`config.mk`:
```
export PLATFORM = sky130hd
export DESIGN_NAME = keypad_scanner
export DESIGN_NICKNAME = d
export VERILOG_FILES = /design/src/rtl/kp_pkg.sv /design/src/rtl/kp_row_sync.sv /design/src/rtl/kp_release_det.sv /design/src/rtl/kp_scan_ctrl.sv /design/src/rtl/keypad_scanner.sv
export SDC_FILE = /design/constraint.sdc
export NUM_CORES = 1
export LEC_CHECK = 0
export CAP_MARGIN = 20
export CELL_PAD_IN_SITES_DETAIL_PLACEMENT = 1
export CELL_PAD_IN_SITES_GLOBAL_PLACEMENT = 1
export CORE_AREA = 2 2 97 99
export DETAILED_ROUTE_END_ITERATION = 8
export DIE_AREA = 0 0 99 101
export GPL_ROUTABILITY_DRIVEN = 0
export PLACE_DENSITY = 0.57
export SLEW_MARGIN = 30
export SYNTH_ARGS = -nofsm -noshare
export SYNTH_HDL_FRONTEND = slang
export SYNTH_HIERARCHICAL = 1
export SYNTH_SLANG_ARGS = --single-unit
export TNS_END_PERCENT = 10
```
`constraint.sdc`:
```
create_clock -name clk -period 3.6 [get_ports clk]
set_input_delay 0.9 -clock clk [delete_from_list [all_inputs] [get_ports clk]]
set_output_delay 0.9 -clock clk [all_outputs]
set_load 0.01 [all_outputs]
```
`src/rtl/kp_pkg.sv`:
```
package kp_pkg;
    typedef enum logic {
        ST_SCAN = 1'b0,
        ST_WAIT = 1'b1
    } scan_st_e;
endpackage

```
`src/rtl/kp_row_sync.sv`:
```
module kp_row_sync #(
    parameter int W      = 8,
    parameter int STAGES = 2
) (
    input  logic         clk,
    input  logic         rst_n,
    input  logic [W-1:0] d,
    output logic [W-1:0] q
);
    logic [W-1:0] stg_q [STAGES];

    always_ff @(posedge clk or negedge rst_n) begin
        if (!rst_n) stg_q[0] <= '0;
        else        stg_q[0] <= d;
    end

    for (genvar g = 1; g < STAGES; g++) begin : g_stage
        always_ff @(posedge clk or negedge rst_n) begin
            if (!rst_n) stg_q[g] <= '0;
            else        stg_q[g] <= stg_q[g-1];
        end
    end

    assign q = stg_q[STAGES-1];
endmodule

```
`src/rtl/kp_release_det.sv`:
```
module kp_release_det #(
    parameter int W = 8
) (
    input  logic [W-1:0] row_s,
    input  logic [W-1:0] reported,
    input  logic         pend_q,
    input  logic [W-1:0] pend_val_q,
    output logic         differs,
    output logic         confirm
);
    // A release is confirmed when the previous tick already saw this same changed value
    always_comb begin
        differs = (row_s != reported);
        confirm = differs && pend_q && (row_s == pend_val_q);
    end
endmodule

```
`src/rtl/kp_scan_ctrl.sv`:
```
module kp_scan_ctrl
    import kp_pkg::*;
#(
    parameter int NUM_COLS = 4,
    parameter int ROW_W    = 8
) (
    input  logic                clk,
    input  logic                rst_n,
    input  logic                tick,
    input  logic [ROW_W-1:0]    row_s,
    output logic [NUM_COLS-1:0] col,
    output logic                valid,
    output logic [NUM_COLS-1:0] kcol,
    output logic [ROW_W-1:0]    krow,
    output logic                held
);
    localparam logic [NUM_COLS-1:0] COL_FIRST = NUM_COLS'(1);

    typedef struct packed {
        scan_st_e            st;
        logic [NUM_COLS-1:0] col;
        logic [NUM_COLS-1:0] kcol;
        logic [ROW_W-1:0]    krow;
        logic                valid;
        logic                pend;
        logic [ROW_W-1:0]    pval;
    } ctrl_t;

    ctrl_t ctl_d, ctl_q;
    logic  differs, confirm;

    kp_release_det #(.W(ROW_W)) u_rel (
        .row_s      (row_s),
        .reported   (ctl_q.krow),
        .pend_q     (ctl_q.pend),
        .pend_val_q (ctl_q.pval),
        .differs    (differs),
        .confirm    (confirm)
    );

    always_comb begin
        ctl_d       = ctl_q;
        ctl_d.valid = 1'b0;
        if (tick) begin
            unique case (ctl_q.st)
                ST_SCAN: begin
                    if (row_s != '0) begin
                        ctl_d.st    = ST_WAIT;
                        ctl_d.kcol  = ctl_q.col;
                        ctl_d.krow  = row_s;
                        ctl_d.valid = 1'b1;
                        ctl_d.pend  = 1'b0;
                    end else begin
                        ctl_d.col = {ctl_q.col[NUM_COLS-2:0], ctl_q.col[NUM_COLS-1]};
                    end
                end
                ST_WAIT: begin
                    if (!differs) begin
                        ctl_d.pend = 1'b0;
                    end else if (confirm) begin
                        ctl_d.st   = ST_SCAN;
                        ctl_d.pend = 1'b0;
                        ctl_d.col  = {ctl_q.col[NUM_COLS-2:0], ctl_q.col[NUM_COLS-1]};
                    end else begin
                        ctl_d.pend = 1'b1;
                        ctl_d.pval = row_s;
                    end
                end
                default: ctl_d.st = ST_SCAN;
            endcase
        end
    end

    always_ff @(posedge clk or negedge rst_n) begin
        if (!rst_n) begin
            ctl_q.st    <= ST_SCAN;
            ctl_q.col   <= COL_FIRST;
            ctl_q.kcol  <= '0;
            ctl_q.krow  <= '0;
            ctl_q.valid <= 1'b0;
            ctl_q.pend  <= 1'b0;
            ctl_q.pval  <= '0;
        end else begin
            ctl_q <= ctl_d;
        end
    end

    assign col   = ctl_q.col;
    assign valid = ctl_q.valid;
    assign kcol  = ctl_q.kcol;
    assign krow  = ctl_q.krow;
    assign held  = (ctl_q.st == ST_WAIT);
endmodule

```
`src/rtl/keypad_scanner.sv`:
```
module keypad_scanner #(
    parameter int NUM_COLS    = 4,
    parameter int ROW_W       = 8,
    parameter int SYNC_STAGES = 2
) (
    input  logic                clk,
    input  logic                rst_n,
    input  logic [ROW_W-1:0]    row_in,
    input  logic                scan_tick,
    output logic [NUM_COLS-1:0] col_drive,
    output logic                key_valid,
    output logic [NUM_COLS-1:0] key_col,
    output logic [ROW_W-1:0]    key_row,
    output logic                key_held
);
    logic [ROW_W-1:0] row_sync;

    kp_row_sync #(.W(ROW_W), .STAGES(SYNC_STAGES)) u_sync (
        .clk   (clk),
        .rst_n (rst_n),
        .d     (row_in),
        .q     (row_sync)
    );

    kp_scan_ctrl #(.NUM_COLS(NUM_COLS), .ROW_W(ROW_W)) u_ctrl (
        .clk   (clk),
        .rst_n (rst_n),
        .tick  (scan_tick),
        .row_s (row_sync),
        .col   (col_drive),
        .valid (key_valid),
        .kcol  (key_col),
        .krow  (key_row),
        .held  (key_held)
    );
endmodule

```
==> key figures <==
Status
  • Outcome: finished, final reports clean

Clocking
  • Clk sinks: 43
  • Post-CTS Resized: 0
  • CTS root buf: clkbuf_8
  • Clock transition at path regs: 0.08 ns
  • Post-CTS Setup Bufs: 0
  • CTS tree: built
  • Clock latency on the worst-skew pair: 0.30 ns
  • CTS Hold Bufs: 0
  • CTS max path bufs: 2
  • Htree depth: 2
  • TritonCTS Buffers: 5

Yosys
  • Synth Cell Area: 0.00201 mm²
  • Mapped Cells: 153
  • Yosys cell types: 25
  • Synth Warn #: 6
  • Syn nets: 164
  • Synth Register Bits: 43
  • Syn_area_per_cell: 13.2 µm²
  • Post-synth EDFFs: 0
  • Top FF cell, synth: dfrtp_1
  • Post-synth ARST share: 1.00
  • Sequential share of the synthesized area: 0.535

Global route
  • Initial antenna violation count: 0
  • Vias in the first global route: 1146
  • First-pass GRT wire length: 6260 µm
  • Grt total ovfl: 0
  • GR Util All Layers: 0.0799
  • Largest net degree at the start of global routing: 44

Placed design
  • Placed Cells: 267
  • # port buffers: 28
  • Detailed-placement wirelength estimate: 2620 µm

Cells and area
  • Most common cell after layout, fill and taps aside: dfrtp_1
  • Most frequent cells in the layout: dfrtp_1 (42), clkdlybuf4s50_1 (27), mux2_2 (12)
  • Final Non-Filler Cells: 275
  • Final #Nets: 174
  • # diodes: 0
  • P&R area growth vs syn: 17.6%
  • Final Core Density: 0.264
  • Fillers: 975
  • Layout cells sized above 1: 0.226

Pwr
  • Worst vdd ir: 0.186 mV
  • PwrDens: 705 mW/mm²
  • Leakage: 0.930 nW

Die
  • Die Y: 101 µm
  • Io pins: 29
  • Initial Utilization: 0.224
  • Die Area: 0.0100 mm²
  • # rows: 35
  • Die Wd: 99 µm
  • Core area: 0.00898 mm²

Timing
  • Final TNS setup: 0 ns
  • Fin. Hold Viols: 0
  • Crit path time final: 2.51 ns
  • Clk_skew: 0.00536 ns
  • RSZ-0062 raised after global routing: no
  • Max-slew violation count: 0
  • Fmax: 0.399 GHz
  • Slew headroom: 0.543
  • Setup violators final: 0
  • Worst Tran Pin Value: 0.684 ns
  • Tcrit/Tclk final: 0.697

Critical path
  • Crit end category: flop
  • Crit. Startpoint: scan_tick
  • CP Class: input port to flop
  • Crit path DAT: 2.70 ns
  • R2R setup slack: 1.16 ns
  • WP data required: 3.79 ns
  • Crit-path max FO: 12
  • Type of origin of the critical path: input port
  • RR Startpoint: u_sync/q[3]$_DFF_PN0_

Drt
  • Via count: 1134
  • Initial drt markers: 35
  • Residual DRC: 0
  • Routed WL: 3700 µm
  • Vias per cell: 4.12
  • Antenna viol nets, final: 0
  • DRT Pass-1 Iters: 4
  • Drt wl/cell: 13.4 µm

Worst hold path
  • Worst Min Path Start: u_sync/stg_q[15]$_DFF_PN0_
  • Hold crit path type: flop to flop

Flow run
  • Maximum Capacitance Violations: 0
worst max-delay path, stage by stage:
cell and delay, ns:
clkdlybuf4s50_1 0.71, nor2b_1 0.33, a21boi_2 0.23, buf_4 0.19, mux2_2 0.34
cell families (layout without fill, tap and decap cells):
group	after synthesis	count (layout)	synth area share
buffers and inverters	31	42	0.106
muxes	20	20	0.127
DFF	43	43	0.535
AOI/OAI and AO/OA	11	11	0.0516
xor gates and xnor gates	16	16	0.0696
and+or+nand+nor	32	32	0.111
routing by layer:
layer	share of wire	vias to the layer above	GRT usage
met1	0.46	571	0.110
met4	0.013	0	0.0253
met5	0	-	0
li1	-	532	-
met2	0.48	25	0.115
met3	0.050	6	0.0305
power breakdown:
part	switching [mW]	leakage, nW	internal, mW
Combinational	0.189	0.382	0.343
Sequential	0.135	0.486	0.605
Clock	0.169	0.0618	0.228
synthesized netlist by cell type (all sizes together), types with 4 or more instances:
master  count  share of area
inv         4         0.0075
and2        5          0.016
mux2       20           0.13
dfrtp      42           0.52
nand4       5          0.016
o311ai      4          0.017
nor2b       5          0.016
xor2        8          0.035
buf        25          0.095
and4        4          0.017
xnor2       8          0.035
a221oi      4          0.017
nor4        4          0.022
metrics by stage:
stage	hold slack [ns]	area (µm²)	power, mW	setup slack (ns)
after floorplan	0.331	2010	1.14	1.54
after global placement	0.333	2240	1.29	0.834
after detailed placement	0.336	2240	1.30	0.785
after CTS	0.356	2360	1.70	1.06
after global routing	0.360	2370	1.78	0.918
final	0.353	2370	1.67	1.09
registers in the layout (all words and copies together), names as in the netlist:
| signal | cells |
|---|---|
| u_sync/q | 8 |
| u_sync/stg_q | 8 |
| u_ctrl/krow | 8 |
| u_ctrl/ctl_q | 9 |
| u_ctrl/valid | 1 |
| u_ctrl/col | 4 |
| u_ctrl/held | 1 |
| u_ctrl/kcol | 4 |
final cells by class:
class	instances	area [µm²]	share of cell area
clock inverters	2	38.8	0.0164
flip-flops and latches	43	1080	0.455
multi-input cells	79	722	0.305
repair buffers	30	293	0.124
inverters	4	15.0	0.00634
clock buffers	6	82.6	0.0349
well taps	111	139	0.0587
worst paths after layout:
path | endpoint | depth (start not counted)
min | u_sync/q[7]$_DFF_PN0_ | 0
min reg2reg | u_sync/q[7]$_DFF_PN0_ | 0
max reg2reg | u_ctrl/ctl_q[2]$_DFFE_PN0P_ | 5
max in group asynchronous | u_ctrl/col[0]$_DFFE_PN1P_ | 1
min in group asynchronous | u_sync/stg_q[12]$_DFF_PN0_ | 1
max | u_ctrl/krow[7]$_DFFE_PN0P_ | 5
Power figures use the tool's default switching activity.
